## config.mk

```make
export PLATFORM = sky130hd
export DESIGN_NAME = noise_tolerant_mul
export DESIGN_NICKNAME = d
export VERILOG_FILES = /design/src/rtl/ntm_pkg.sv /design/src/rtl/ntm_exact_mul.sv /design/src/rtl/ntm_shadow_mul.sv /design/src/rtl/ntm_judge.sv /design/src/rtl/noise_tolerant_mul.sv
export SDC_FILE = /design/constraint.sdc
export NUM_CORES = 1
export LEC_CHECK = 0
export BUFFER_PORTS_ARGS = -buffer_cell sky130_fd_sc_hd__buf_4
export CAP_MARGIN = 20
export CELL_PAD_IN_SITES_DETAIL_PLACEMENT = 0
export CELL_PAD_IN_SITES_GLOBAL_PLACEMENT = 2
export CORE_ASPECT_RATIO = 0.8
export CORE_MARGIN = 2
export CORE_UTILIZATION = 42
export CTS_CLUSTER_SIZE = 28
export DETAILED_ROUTE_END_ITERATION = 16
export PLACE_DENSITY = 0.95
export SYNTH_ARGS = -nofsm -noshare
export SYNTH_HDL_FRONTEND = slang
export SYNTH_HIERARCHICAL = 1
export SYNTH_SLANG_ARGS = --single-unit
```

## constraint.sdc

```tcl
create_clock -name clk -period 27.9 [get_ports clk]
set_input_delay 0 -clock clk [delete_from_list [all_inputs] [get_ports clk]]
set_output_delay 0 -clock clk [all_outputs]
set_load 0.05 [all_outputs]
```

## src/rtl/ntm_pkg.sv

```systemverilog
package ntm_pkg;

    localparam int OP_W_DEFAULT  = 12;
    localparam int REP_W_DEFAULT = 6;

    typedef enum logic {
        MAIN_SRC   = 1'b0,
        SHADOW_SRC = 1'b1
    } src_e;

endpackage

```

## src/rtl/ntm_exact_mul.sv

```systemverilog
module ntm_exact_mul #(
    parameter int OP_W = 12
) (
    input  logic [OP_W-1:0]   a,
    input  logic [OP_W-1:0]   b,
    output logic [2*OP_W-1:0] p
);
    localparam int PW = 2 * OP_W;

    // Row-by-row accumulation of shifted partial-product rows.
    logic [PW-1:0] acc [0:OP_W];

    assign acc[0] = '0;

    for (genvar i = 0; i < OP_W; i++) begin : g_row
        logic [PW-1:0] row;
        assign row        = ({PW{a[i]}} & {{OP_W{1'b0}}, b}) << i;
        assign acc[i + 1] = acc[i] + row;
    end

    assign p = acc[OP_W];

endmodule

```

## src/rtl/ntm_shadow_mul.sv

```systemverilog
module ntm_shadow_mul #(
    parameter int HW      = 6,
    parameter bit COMP_EN = 1'b1
) (
    input  logic [HW-1:0] a,
    input  logic [HW-1:0] b,
    output logic [HW-1:0] q
);
    localparam int          CW   = HW + 3;
    localparam logic [CW-1:0] MAXV = CW'((1 << HW) - 1);

    logic [CW-1:0] kept;
    logic [CW-1:0] beta;
    logic [CW-1:0] total;

    // Keep only the upper columns of the array. The column just below them
    // is counted and injected at unit weight as a truncation bias.
    always_comb begin
        kept = '0;
        beta = '0;
        for (int i = 0; i < HW; i++) begin
            for (int j = 0; j < HW; j++) begin
                if (a[i] && b[j]) begin
                    if (i + j >= HW)
                        kept = kept + (CW'(1) << (i + j - HW));
                    else if (i + j == HW - 1)
                        beta = beta + CW'(1);
                end
            end
        end
    end

    if (COMP_EN) begin : g_comp
        assign total = kept + beta;
    end else begin : g_nocomp
        assign total = kept;
    end

    assign q = (total > MAXV) ? MAXV[HW-1:0] : total[HW-1:0];

endmodule

```

## src/rtl/ntm_judge.sv

```systemverilog
module ntm_judge
    import ntm_pkg::*;
#(
    parameter int PW = 24
) (
    input  logic [PW-1:0] main_v,
    input  logic [PW-1:0] shadow_v,
    input  logic [PW-1:0] tol,
    output logic [PW-1:0] mag,
    output src_e          sel
);
    logic main_ge;

    assign main_ge = (main_v >= shadow_v);
    assign mag     = main_ge ? (main_v - shadow_v) : (shadow_v - main_v);

    always_comb begin
        if (mag > tol) sel = SHADOW_SRC;
        else           sel = MAIN_SRC;
    end

endmodule

```

## src/rtl/noise_tolerant_mul.sv

```systemverilog
module noise_tolerant_mul
    import ntm_pkg::*;
#(
    parameter int OP_W    = OP_W_DEFAULT,
    parameter int REP_W   = REP_W_DEFAULT,
    parameter bit COMP_EN = 1'b1
) (
    input  logic                 clk,
    input  logic                 rst,
    input  logic [OP_W-1:0]      op_a,
    input  logic [OP_W-1:0]      op_b,
    input  logic [2*OP_W-1:0]    thresh,
    input  logic [2*OP_W-1:0]    dbg_mask,
    output logic [2*OP_W-1:0]    prod,
    output logic                 rep_used
);
    localparam int PW    = 2 * OP_W;
    localparam int SHIFT = 2 * (OP_W - REP_W) + REP_W;

    logic [OP_W-1:0] a_q;
    logic [OP_W-1:0] b_q;
    logic [PW-1:0]   th_q;
    logic [PW-1:0]   mask_q;

    logic [PW-1:0]    main_raw;
    logic [PW-1:0]    main_masked;
    logic [REP_W-1:0] shadow_q;
    logic [PW-1:0]    shadow_al;
    logic [PW-1:0]    abs_diff;
    src_e             pick;

    logic [PW-1:0]    prod_q;
    logic             used_q;

    // Stage 1: capture operands, threshold and mask.
    always_ff @(posedge clk) begin
        if (rst) begin
            a_q    <= '0;
            b_q    <= '0;
            th_q   <= '0;
            mask_q <= '0;
        end else begin
            a_q    <= op_a;
            b_q    <= op_b;
            th_q   <= thresh;
            mask_q <= dbg_mask;
        end
    end

    ntm_exact_mul #(.OP_W(OP_W)) u_main (
        .a (a_q),
        .b (b_q),
        .p (main_raw)
    );

    ntm_shadow_mul #(.HW(REP_W), .COMP_EN(COMP_EN)) u_shadow (
        .a (a_q[OP_W-1 -: REP_W]),
        .b (b_q[OP_W-1 -: REP_W]),
        .q (shadow_q)
    );

    assign main_masked = main_raw ^ mask_q;
    assign shadow_al   = PW'(shadow_q) << SHIFT;

    ntm_judge #(.PW(PW)) u_judge (
        .main_v   (main_masked),
        .shadow_v (shadow_al),
        .tol      (th_q),
        .mag      (abs_diff),
        .sel      (pick)
    );

    // Stage 2: register the chosen source.
    always_ff @(posedge clk) begin
        if (rst) begin
            prod_q <= '0;
            used_q <= 1'b0;
        end else begin
            unique case (pick)
                MAIN_SRC: begin
                    prod_q <= main_masked;
                    used_q <= 1'b0;
                end
                SHADOW_SRC: begin
                    prod_q <= shadow_al;
                    used_q <= 1'b1;
                end
                default: begin
                    prod_q <= main_masked;
                    used_q <= 1'b0;
                end
            endcase
        end
    end

    assign prod     = prod_q;
    assign rep_used = used_q;

endmodule

```

; After elaboration in Yosys (flattened, before gate mapping)
; Index checks and enable logic that the tools add are counted.
[word_totals]
regBits = 97
latch_bits = 0
ram_bits = 0
mem_bits_ro = 0
output_inout_bits = 25
elab_cells = 103
mem_count = 0
[classes]
add_sub_neg = 33
n_mul = 0
n_div = 0
magnitude_cmp = 3
eq_ne = 0
n_shift = 0
mux = 26
bitwise_logic = 14
n_reduce_logical = 21
[ops]
columns = cell, count
row1 = $add A24 B24 Y24, 11
row2 = $mux W9, 19
row3 = $add A9 B1 Y9 const B, 7
row4 = $pmux W24 S2, 1
row5 = $sub A24 B24 Y24, 2
row6 = $add A9 B2 Y9 const B, 4
row7 = $add A9 B3 Y9 const B, 3
row8 = $and A24 B12 Y24, 1
row9 = $ge A24 B24 Y1, 1
row10 = $gt A24 B24 Y1, 1
row11 = $mux W24, 1
row12 = $xor A24 B24 Y24, 1
row13 = $and A23 B12 Y23, 1
row14 = $and A22 B12 Y22, 1
row15 = $and A21 B12 Y21, 1
row16 = $logic_and A1 B1 Y1, 21
row17 = $and A20 B12 Y20, 1
row18 = $and A19 B12 Y19, 1
row19 = $add A9 B4 Y9 const B, 2
row20 = $and A18 B12 Y18, 1
row21 = $and A17 B12 Y17, 1
row22 = $and A16 B12 Y16, 1
row23 = $and A15 B12 Y15, 1
row24 = $and A14 B12 Y14, 1
row25 = 9 further kinds, 12

; Longest topological paths before layout
; Gate-level depths: netlist of run 1.
[logic_depth]
depth_word = 39
depth_mapped = 68

; Cells and area by module
; The synthesis of run 1 kept the hierarchy.
[by_module_without_submodules]
columns = mod, n_inst, cells_per_inst, area_per_inst_um2
row1 = ntm_exact_mul, 1, 528, 4603.2
row2 = ntm_judge, 1, 473, 3301.9
row3 = noise_tolerant_mul, 1, 238, 2992.9
row4 = ntm_shadow_mul, 1, 420, 2947.8

; Worst setup path after synthesis of run 1
; No wires, ideal clock.
[synth_path]
path_type = flip-flop to flip-flop
start = register b_q[10]
end = register prod_q[10] (netlist: prod[10])
setup_ns = 0.062
arrival_time_ns = 12.851
setup_slack_ns = 14.987
stages_incl_launch_ff = 66
period_less_slack_ns = 12.913
cell_sequence = dfxtp_1 -> buf_4 -> clkbuf_1 -> and2_1 -> ha_1 -> inv_1 -> fa_1 -> nor4bb_1 -> a21oi_1 -> nand2_1 -> ha_1 -> nand3_1 -> xnor2_1 -> or3_1 -> nand2_1 -> ha_1 -> nand2_1 -> xnor2_1 -> [30 not listed] -> a2111oi_2 -> a31oi_2 -> or2_1 -> buf_6 -> buf_12 -> mux2_1 -> ha_1 -> nor2b_1 -> o21a_1 -> o21ai_0 -> a21oi_1 -> o31a_1 -> o21ai_0 -> a31oi_1 -> or2_1 -> buf_6 -> buf_12 -> nor2b_2
[synth_between]
elab_chain_len = 37
elab_cells_between_ends = 76
cone_classes = 31 x add/sub / 3 x order compare / 23 x mux / 14 x bitwise / 5 x reduce/logical
[synth_rtl]
columns = item, line
row1 = from (decl), noise_tolerant_mul.sv:21  ; logic [OP_W-1:0] b_q;
row2 = from (signal assigned), noise_tolerant_mul.sv:44  ; b_q <= op_b;
row3 = $logic_and A1 B1 Y1, ntm_shadow_mul.sv:23  ; if (a[i] && b[j]) begin
row4 = $mux W9, ntm_shadow_mul.sv:23
row5 = $add A9 B2 Y9, ntm_shadow_mul.sv:25  ; kept = kept + (CW'(1) << (i + j - HW));
row6 = $mux W9, ntm_shadow_mul.sv:23
row7 = $add A9 B1 Y9, ntm_shadow_mul.sv:25
row8 = $mux W9, ntm_shadow_mul.sv:23
row9 = $add A9 B2 Y9, ntm_shadow_mul.sv:25
row10 = $mux W9, ntm_shadow_mul.sv:23
row11 = [23 not listed], n/a
row12 = via shadow_q[1], noise_tolerant_mul.sv:27  ; logic [REP_W-1:0] shadow_q;
row13 = $ge A24 B24 Y1 *, ntm_judge.sv:14  ; assign main_ge = (main_v >= shadow_v);
row14 = $mux W24 *, ntm_judge.sv:15  ; assign mag = main_ge ? (main_v - shadow_v) : (shadow_v - main_v);
row15 = via abs_diff[1], noise_tolerant_mul.sv:29  ; logic [PW-1:0] abs_diff;
row16 = $gt A24 B24 Y1 *, ntm_judge.sv:18  ; if (mag > tol) sel = SHADOW_SRC;
row17 = $mux W1 *, ntm_judge.sv:18
row18 = via pick, noise_tolerant_mul.sv:30  ; src_e pick;
row19 = $not A1 Y1, noise_tolerant_mul.sv:79  ; unique case (pick)
row20 = $pmux W24 S2 *, noise_tolerant_mul.sv:79
row21 = to (signal assigned), noise_tolerant_mul.sv:81  ; prod_q <= main_masked;
row22 = to (signal assigned), noise_tolerant_mul.sv:85  ; prod_q <= shadow_al;
row23 = to (signal assigned), noise_tolerant_mul.sv:89  ; prod_q <= main_masked;
row24 = to (decl), noise_tolerant_mul.sv:32  ; logic [PW-1:0] prod_q;
; Mark *: on every way through the listed nets, which the timed path passes. The rest lies on a longest branch.
; A chain may end at the register's enable or synchronous reset.

; Worst setup path in the final report of run 1
[layout_path]
start = register a_q[8]
end = register prod_q[6] (netlist: prod[6])
[layout_between]
elab_chain_len = 37
elab_cells_between_ends = 54
cone_classes = 23 x add/sub / 3 x order compare / 22 x mux / 3 x bitwise / 3 x reduce/logical
[layout_rtl]
columns = item, line
row1 = from (decl), noise_tolerant_mul.sv:20  ; logic [OP_W-1:0] a_q;
row2 = from (signal assigned), noise_tolerant_mul.sv:43  ; a_q <= op_a;
row3 = $logic_and A1 B1 Y1, ntm_shadow_mul.sv:23
row4 = $mux W9, ntm_shadow_mul.sv:23
row5 = $add A9 B2 Y9, ntm_shadow_mul.sv:25
row6 = $mux W9, ntm_shadow_mul.sv:23
row7 = $add A9 B1 Y9, ntm_shadow_mul.sv:25
row8 = $mux W9, ntm_shadow_mul.sv:23
row9 = $add A9 B2 Y9, ntm_shadow_mul.sv:25
row10 = $mux W9, ntm_shadow_mul.sv:23
row11 = [23 not listed], n/a
row12 = via shadow_q[1], noise_tolerant_mul.sv:27
row13 = $ge A24 B24 Y1 *, ntm_judge.sv:14
row14 = $mux W24 *, ntm_judge.sv:15
row15 = via abs_diff[1], noise_tolerant_mul.sv:29
row16 = $gt A24 B24 Y1 *, ntm_judge.sv:18
row17 = $mux W1 *, ntm_judge.sv:18
row18 = via pick, noise_tolerant_mul.sv:30
row19 = $not A1 Y1, noise_tolerant_mul.sv:79
row20 = $pmux W24 S2 *, noise_tolerant_mul.sv:79
; Marks and branches as above.

==> results of run 1 <==
-- routing by layer --
layer,up-vias,global-route usage (%),part of all wire [%]
met3,36,3.53,4.5
met2,269,34.3,44
met1,5601,31.4,50
li1,5794,-,-
met4,0,4.87,1.5
met5,-,0,0
-- layout by cell type (no fill, tap or decap), drive strengths merged, types with 11 or more instances in the layout --
master / instances
and2b: 42
a31oi: 13
xnor2: 56
a21oi: 97
nand4: 22
mux2i: 22
conb: 38
nand2: 163
nor2b: 63
a21boi: 11
nor2: 60
buf: 107
nor3: 23
xor2: 44
a21o: 22
nand3: 26
nand2b: 16
a211oi: 13
fa: 106
o21bai: 11
ha: 152
dfxtp: 97
o21ai: 74
and2: 89
dlygate4sd3: 72
and3: 13
inv: 198
-- area by class of cell --
| type | instances | area [sq um] | share of cell area (%) |
|---|---|---|---|
| Tap cell | 427 | 534 | 3.36 |
| Sequential cell | 97 | 1940 | 12.2 |
| Clock inverter | 7 | 86.3 | 0.542 |
| Antenna cell | 1 | 2.50 | 0.0157 |
| Clock buffer | 9 | 225 | 1.42 |
| Multi-Input combinational cell | 1326 | 10900 | 68.3 |
| Timing Repair Buffer | 179 | 1520 | 9.58 |
| Inverter | 196 | 736 | 4.62 |
-- worst register-to-register path, delay by kind of cell (launching register included) --
family	cells	cell delay (ns)
DFF	1	0.70
and+or+nand+nor	22	5.04
adders and majority gates	11	3.27
muxes	2	0.62
xor gates and xnor gates	9	2.17
buffers and inverters	3	0.63
AOI/OAI and AO/OA	13	2.55
-- state kept, by name, summed over array words and instances (netlist names) --
| register | count |
|---|---|
| mask_q | 24 |
| prod | 24 |
| th_q | 24 |
| a_q | 12 |
| b_q | 12 |
| rep_used | 1 |
-- final timing paths --
path / slack, ns / endpoint / startpoint / cells after the start
setup reg to reg: 12.85 / prod[6]$_SDFF_PP0_ / a_q[8]$_SDFF_PP0_ / 60
hold / removal: 0.17 / a_q[10]$_SDFF_PP0_ / rst / 2
hold reg to reg: 0.59 / prod[17]$_SDFF_PP0_ / mask_q[17]$_SDFF_PP0_ / 2
setup / recovery: 12.85 / prod[6]$_SDFF_PP0_ / a_q[8]$_SDFF_PP0_ / 60
-- power breakdown --
part,total [mW],switching [mW],internal (mW)
logic,0.590,0.356,0.234
registers,0.170,0.0131,0.157
clock network,0.135,0.0710,0.0642
-- what timing repair did --
item	in CTS	in global routing
setup endpoints to repair	0	0
hold buffers	72	0
resized for setup	0	0
endpoints found under the hold margin	72	0
-- per-stage QoR --
step	hold slack [ns]	instance area, sq um	cells	utilization, %	setup slack (ns)
6_report	0.170	15900	2242	49.0	12.85
5_1_grt	0.218	15900	2241	49.0	11.70
4_1_cts	0.175	15900	2241	49.0	12.92
3_5_place_dp	0.209	14900	2153	45.8	13.01
3_3_place_gp	0.207	14900	2153	45.8	13.51
2_1_floorplan	0.125	14000	1694	-	14.99
==> metrics.cfg, run 1 <==
[route]
first_iter_violations=805
drc=0
drtPass1Iterations=5
drt-total-wl_microns=36800
vias=11700
vias_per_cell=5.22
ant_nets=0
post_drt_wl_per_cell_microns=16.4

[layout]
drive_gt1_share_pct=10.4
layout.nets=2141
syn_to_final_growth_pct=15.0
n_fill_cell=3140

[setup_path]
worstPathArrival_ns=15.36
cp-start-kind=register
worstPathMaxFanout=18
critPathMaxStageDelay_ns=0.70
worst-setup-path-type=reg -> reg
slowest_stage=dfxtp_1
crit_top_cell=ha_1
worst-path-buf-inv=3
endpoint_kind=register
crit_required_ns=28.21
critical_path.top_delay_family=simple AND/OR/NAND/NOR gates

[timing]
fin_crit_sh_pct=53.9
min_period_ns=15.05
finClkSkew_ns=0.0290
rsz0062_at_grt=no
setup_tns_ns=0
hold_violations=0
drv_slew=0
tightestPinTransition_ns=1.00
fmax_mhz=66.5
maxSlewHeadroom_pct=33.0
finalSetupViolations=0

[placed_design]
globalplace.congestion=0.861
numPortBuffers=98
dp_hpwl_microns=28300

[grt]
track_usage_pct=21.9
grt_pass1_vias=11700
gr-total-overflow=0
grt_first_pass_wirelength_microns=60000
antenna_found_initial=0
grt_max_degree=76

[die]
die_x_microns=207
num_io_pins=99
rows=59
die_area_sq_um=34400
die_height_microns=166
core_sq_um=32500
initial_utilization_pct=42.6

[logic_synthesis]
syn_area_per_cell_sq_um=8.35
synth_area_sq_um=13800
syn-instance-count=1658
yosysWarnings=6

[job]
maxCapViolations=0

[clock_tree]
cts_tree=done
cts_made_buffers=9
clock_path_buffers=2
clock_sinks=97
cts_max_level=3
clk_pin_slew_worst_paths_ns=0.10
clock_latency_ns=0.40
cts_root_buf=clkbuf_16
post-cts-setup-buffers=0

[hold_path]
hold_path_class=in -> reg

[outcome]
status=finished clean

[pwr]
pwr_density_cell_nw_per_um2=56.2
vdd_drop_max_uv=29.2
finalPower_mw=0.895
leakagePower_nw=7.60

(Power assumes the default switching activity.)
==> inputs of run 2 (changes only) <==
- CORE_UTILIZATION: 42 -> 35
- PLACE_DENSITY: 0.95 -> 0.86
- clock period: 27.9 -> 13.8 ns (I/O delays scaled with it)
==> run 2 against run 1 <==
Effect of this change:
- sequential share of layout area down 0.30 points
- non-clock buffer count grew 20
- final area rose by 2.5%
- clock power increased by 100%
- worst hold slack got worse by 0.0028 ns
- routed wire length is 3.8% higher
- worst setup slack worse by 12 ns
- clock skew fell by 0.013 ns
- largest cell class unchanged
==> metrics.cfg, run 2 (synthesis gave the netlist of run 1 again) <==
[die]
die_x_microns=226  ; +9.4%
rows=65  ; +10%
num_io_pins=99  ; unchanged
initial_utilization_pct=35.3  ; -7.3 points
die_area_sq_um=41200  ; +20%
core_sq_um=39200  ; +21%
die_height_microns=182  ; +9.3%

[clock_tree]
clock_sinks=97  ; unchanged
clock_path_buffers=2  ; unchanged
clock_latency_ns=0.39  ; about the same
clk_pin_slew_worst_paths_ns=0.08  ; -0.02 ns
cts_tree=done
cts_max_level=3  ; unchanged
cts_root_buf=clkbuf_16
cts_made_buffers=9  ; unchanged

[route]
vias_per_cell=4.96  ; -5.0%
ant_nets=0  ; unchanged
drc=0  ; unchanged
first_iter_violations=808  ; +0.37%
vias=11800  ; +0.45%
post_drt_wl_per_cell_microns=16.1  ; -1.8%
drtPass1Iterations=5  ; unchanged
drt-total-wl_microns=38200  ; +3.8%

[placed_design]
numPortBuffers=98  ; unchanged
placed_cell_area_sq_um=15100  ; +1.7%
dpl.cell_count=2277  ; +5.8%
dp_hpwl_microns=29500  ; +3.9%
globalplace.congestion=0.894  ; +3.9%

[grt]
grt_pass1_vias=11500  ; -1.3%
gr-total-overflow=0  ; unchanged
grt_max_degree=76  ; unchanged
track_usage_pct=18.7  ; -3.2 points
grt_first_pass_wirelength_microns=60700  ; +1.3%
antenna_found_initial=0  ; unchanged

[pwr]
leakagePower_nw=7.72  ; +1.5%
vdd_drop_max_uv=69.2  ; +140%
pwr_density_cell_nw_per_um2=114  ; +100%

[outcome]
status=finished clean

[hold_path]
hold_path_class=in -> reg
min_path_cells=2  ; unchanged

[layout]
layout_common_cells=inv_1 (196), nand2_1 (159), ha_1 (149), buf_4 (124), fa_1 (105)
syn_to_final_growth_pct=17.8
final_util_pct=41.6  ; -7.4 points
drive_gt1_share_pct=12.3  ; +2.0 points
antenna_cells=0  ; -1
layout.nets=2162  ; +0.98%
fin_cells=2370  ; +5.7%
stdcell_area_sq_um=16300  ; +2.5%
final_common_cell=inv_1

[timing]
holdWs_ns=0.167  ; -0.00277 ns
fmax_mhz=76.7  ; +15%
fin_crit_sh_pct=94.4  ; +40 points
finClkSkew_ns=0.0162  ; -0.0128 ns
finalSetupViolations=0  ; unchanged
setup_tns_ns=0  ; unchanged
hold_violations=0  ; unchanged
tightestPinTransition_ns=0.916  ; -0.0873 ns
drv_slew=0  ; unchanged
maxSlewHeadroom_pct=38.1  ; +5.1 points
min_period_ns=13.03  ; -2.02 ns

[setup_path]
worst-setup-path-type=reg -> reg
critPathMaxStageDelay_ns=0.64  ; -0.06 ns
endpoint_kind=register
r2r_cells=61  ; +1.7%
crit_required_ns=14.07  ; -14.14 ns
slowest_stage=fa_2
worstPathArrival_ns=13.30  ; -2.06 ns
crit_top_cell=ha_1
cp-start-kind=register
worstPathMaxFanout=7  ; -11

[job]
maxCapViolations=0  ; unchanged

[run 2: cell types whose count changed in the layout (fill, tap and decap cells not counted), moves of 3 or more]
cell,previous run,this run
buf_4,107,124
clkinv_8,3,0
ha_1,152,149
or2_4,0,3
[run 2: area by class of cell]
cell class | count | area (sq um)
repair buffers | 199 | 1680
inverters | 196 | 736
fillers | 4045 | 22900
clock buffers | 9 | 225
well taps | 536 | 671
clock inverters | 6 | 76.3
flip-flops and latches | 97 | 1940
multi-input cells | 1327 | 11000
[run 2: per-stage QoR]
stage	worst slack [ns]	power (mW)
floorplan	0.887	1.25
global placement	0.484	1.51
detailed placement	0.202	1.51
CTS	0.120	1.82
global route	-0.0375	2.02
finish	0.771	1.86
[run 2: metal layers]
| metal | vias up | routed length, microns | GRT usage (%) |
|---|---|---|---|
| met5 | - | 0 | 0 |
| met4 | 0 | 767 | 5.37 |
| met2 | 269 | 16900 | 29.1 |
| met1 | 5599 | 19200 | 26.8 |
| met3 | 39 | 1390 | 2.64 |
| li1 | 5846 | - | - |
[run 2: path summary, 6_finish.rpt]
path	from	endpoint	slack, ns
min reg2reg	mask_q[13]$_SDFF_PP0_	prod[13]$_SDFF_PP0_	0.59
min	rst	a_q[10]$_SDFF_PP0_	0.17
max reg2reg	a_q[7]$_SDFF_PP0_	prod[19]$_SDFF_PP0_	0.77
max	a_q[7]$_SDFF_PP0_	prod[19]$_SDFF_PP0_	0.77
[run 2: worst max-delay path, delay by kind of cell (launching register included)]
kind,cells,cell delay (ns)
xor+xnor,10,2.23
compound gates,14,2.36
flops,1,0.31
mux,2,0.50
simple gates,20,3.74
fa+ha+maj,11,3.17
buf+inv,4,0.59
[run 2: repair_timing]
item	CTS	global route
setup buffers	0	4
setup endpoints to repair	0	25
endpoints found under the hold margin	72	0
gates resized for setup	0	29
hold buffers	72	0
[run 2: power breakdown]
group          switching (mW)  internal (mW)
sequential             0.0287          0.317
combinational           0.738          0.500
clock                   0.132          0.143
total                   0.899          0.959
==> inputs of run 3 (changes only) <==
- ABC_AREA: unset -> 1
- CORE_UTILIZATION: 35 -> 31
==> run 3 against run 2 <==
Effect of this change:
- first-iteration DRC count fell by 12%
- combinational power is 3% lower
- clock power about the same
- routed wire length is 15% higher
- via count up 19%
- worst hold slack better by 0.034 ns
- critical endpoint is now prod[17]$_SDFF_PP0_
- flip-flop and latch count did not move
- sequential power is essentially flat
- fmax is 14% higher
- register-to-register slack better by 1.6 ns
- clock-buffer cell count grew 2
==> metrics.cfg, run 3 <==
[timing]
setup_tns_ns=0  ; unchanged
rsz0062_at_grt=no
finalSetupViolations=0  ; unchanged
fin_ws_ns=2.40  ; +1.63 ns
drv_slew=0  ; unchanged
maxSlewHeadroom_pct=35.4  ; -2.7 points
fmax_mhz=87.7  ; +14%
holdWs_ns=0.201  ; +0.0340 ns
fin_crit_sh_pct=82.6  ; -12 points
tightestPinTransition_ns=0.968  ; +0.0517 ns
min_period_ns=11.40  ; -1.63 ns
finClkSkew_ns=0.0210  ; +0.00478 ns
hold_violations=0  ; unchanged

[grt]
grt_max_degree=75  ; -1.3%
track_usage_pct=18.7  ; about the same
gr-total-overflow=0  ; unchanged
grt_pass1_vias=13700  ; +19%
grt_first_pass_wirelength_microns=71500  ; +18%
antenna_found_initial=0  ; unchanged

[setup_path]
endpoint=prod[17]$_SDFF_PP0_
endpoint_kind=register
worstPathMaxFanout=25  ; +18
crit_required_ns=14.05  ; -0.02 ns
cp-start-kind=register
crit_top_cell=nand2_1
ff2ff_setup_slack_ns=2.40  ; +1.63 ns
rr_endpoint=prod[17]$_SDFF_PP0_
r2r_cells=71  ; +16%
worstReg2RegStart=b_q[11]$_SDFF_PP0_
critPathMaxStageDelay_ns=0.79  ; +0.15 ns
slowest_stage=dfxtp_1
startpoint=b_q[11]$_SDFF_PP0_
worstPathArrival_ns=11.65  ; -1.65 ns
worst-setup-path-type=reg -> reg

[route]
ant_nets=0  ; unchanged
drtPass1Iterations=5  ; unchanged
post_drt_wl_per_cell_microns=13.8  ; -15%
vias_per_cell=4.39  ; -11%
first_iter_violations=714  ; -12%
vias=14000  ; +19%
drt-total-wl_microns=44000  ; +15%
drc=0  ; unchanged

[layout]
layout_common_cells=nand2_1 (793), inv_1 (613), nor2_1 (164), ha_1 (152), nand3_1 (116)
antenna_cells=0  ; unchanged
syn_to_final_growth_pct=16.7
fin_cells=3190  ; +35%
layout.nets=2897  ; +34%
stdcell_area_sq_um=17200  ; +5.7%
final_common_cell=nand2_1
drive_gt1_share_pct=9.18  ; -3.1 points

[logic_synthesis]
syn-instance-count=2385  ; +44%
yosysWarnings=6  ; unchanged
syn_area_per_cell_sq_um=6.19  ; -26%
synth_area_sq_um=14800  ; +6.7%

[clock_tree]
cts_max_level=3  ; unchanged
cts_root_buf=clkbuf_16
clock_latency_ns=0.39  ; about the same
cts.repair.resized=0  ; unchanged
clock_path_buffers=2  ; unchanged
clock_sinks=97  ; unchanged
clk_pin_slew_worst_paths_ns=0.08  ; about the same
cts_tree=done
cts_made_buffers=9  ; unchanged

[die]
rows=71  ; +9.2%
core_sq_um=47000  ; +20%
num_io_pins=99  ; unchanged
die_x_microns=248  ; +9.6%
die_area_sq_um=49400  ; +20%
initial_utilization_pct=31.4  ; -3.9 points
die_height_microns=199  ; +9.6%

[pwr]
vdd_drop_max_uv=83.1  ; +20%
leakagePower_nw=10.4  ; +35%
pwr_density_cell_nw_per_um2=106  ; -7.2%

[placed_design]
place_ws_ns=2.44  ; +2.24 ns
globalplace.congestion=0.893  ; about the same
dpl.cell_count=3102  ; +36%
numPortBuffers=98  ; unchanged
dp_hpwl_microns=36300  ; +23%
placed_cell_area_sq_um=16200  ; +7.2%

[job]
maxCapViolations=0  ; unchanged

[outcome]
status=finished clean

[hold_path]
hold_path_class=in -> reg

run 3: cell types whose count changed in the layout (fill, tap and decap cells not counted), moves of 44 or more:
cell	previous run	this run
nand2_1	159	793
inv_1	196	613
nor2_1	60	164
nand3_1	25	116
and2_1	86	9
nor2b_1	52	0
xnor2_1	55	7
o21ai_0	61	17
run 3: how the worst min path moves through the flow:
stage,startpoint,to,slack (ns),cells after the start
floorplan,op_a[0],a_q[0]$_SDFF_PP0_,0.11,2
global placement,op_a[10],a_q[10]$_SDFF_PP0_,0.20,3
detailed placement,thresh[12],th_q[12]$_SDFF_PP0_,0.21,3
CTS,rst,mask_q[4]$_SDFF_PP0_,0.21,2
global route,rst,mask_q[4]$_SDFF_PP0_,0.24,2
finish,rst,mask_q[3]$_SDFF_PP0_,0.20,2
run 3: layout make-up:
type	count	area, sq um
fillers	5107	29800
flip-flops and latches	97	1940
repair buffers	173	1480
clock inverters	5	65.1
inverters	631	2370
multi-input cells	1653	10400
well taps	620	776
clock buffers	11	233
run 3: stage by stage:
step                power [mW]  utilization [%]
global route              2.01             36.7
finish                    1.82             36.7
floorplan                 1.18                -
CTS                       1.80             36.7
global placement          1.50             34.5
detailed placement        1.50             34.5
run 3: per-layer routing:
layer	wire, microns	global-route usage, %
met4	519	3.75
met1	23100	27.7
met2	17600	27.4
met3	2730	4.14
met5	0	0
run 3: what timing repair did:
| action | in CTS | in global routing |
|---|---|---|
| endpoints found under the hold margin | 72 | 0 |
| hold buffers | 72 | 0 |
| buffers inserted | 0 | 0 |
run 3: critical path, delay by kind of cell (launching register included):
kind	cells	cell delay (ns)
adders and majority gates	11	3.17
and+or+nand+nor	41	5.26
buffers and inverters	15	1.40
DFF	1	0.79
AOI/OAI and AO/OA	4	0.56
run 3: where the power goes:
part           switching [mW]  leakage (nW)  internal, mW  total (mW)
combinational           0.804          9.50         0.394        1.20
clock                   0.134         0.138         0.143       0.277
sequential             0.0361         0.805         0.311       0.347
total                   0.974          10.4         0.848        1.82
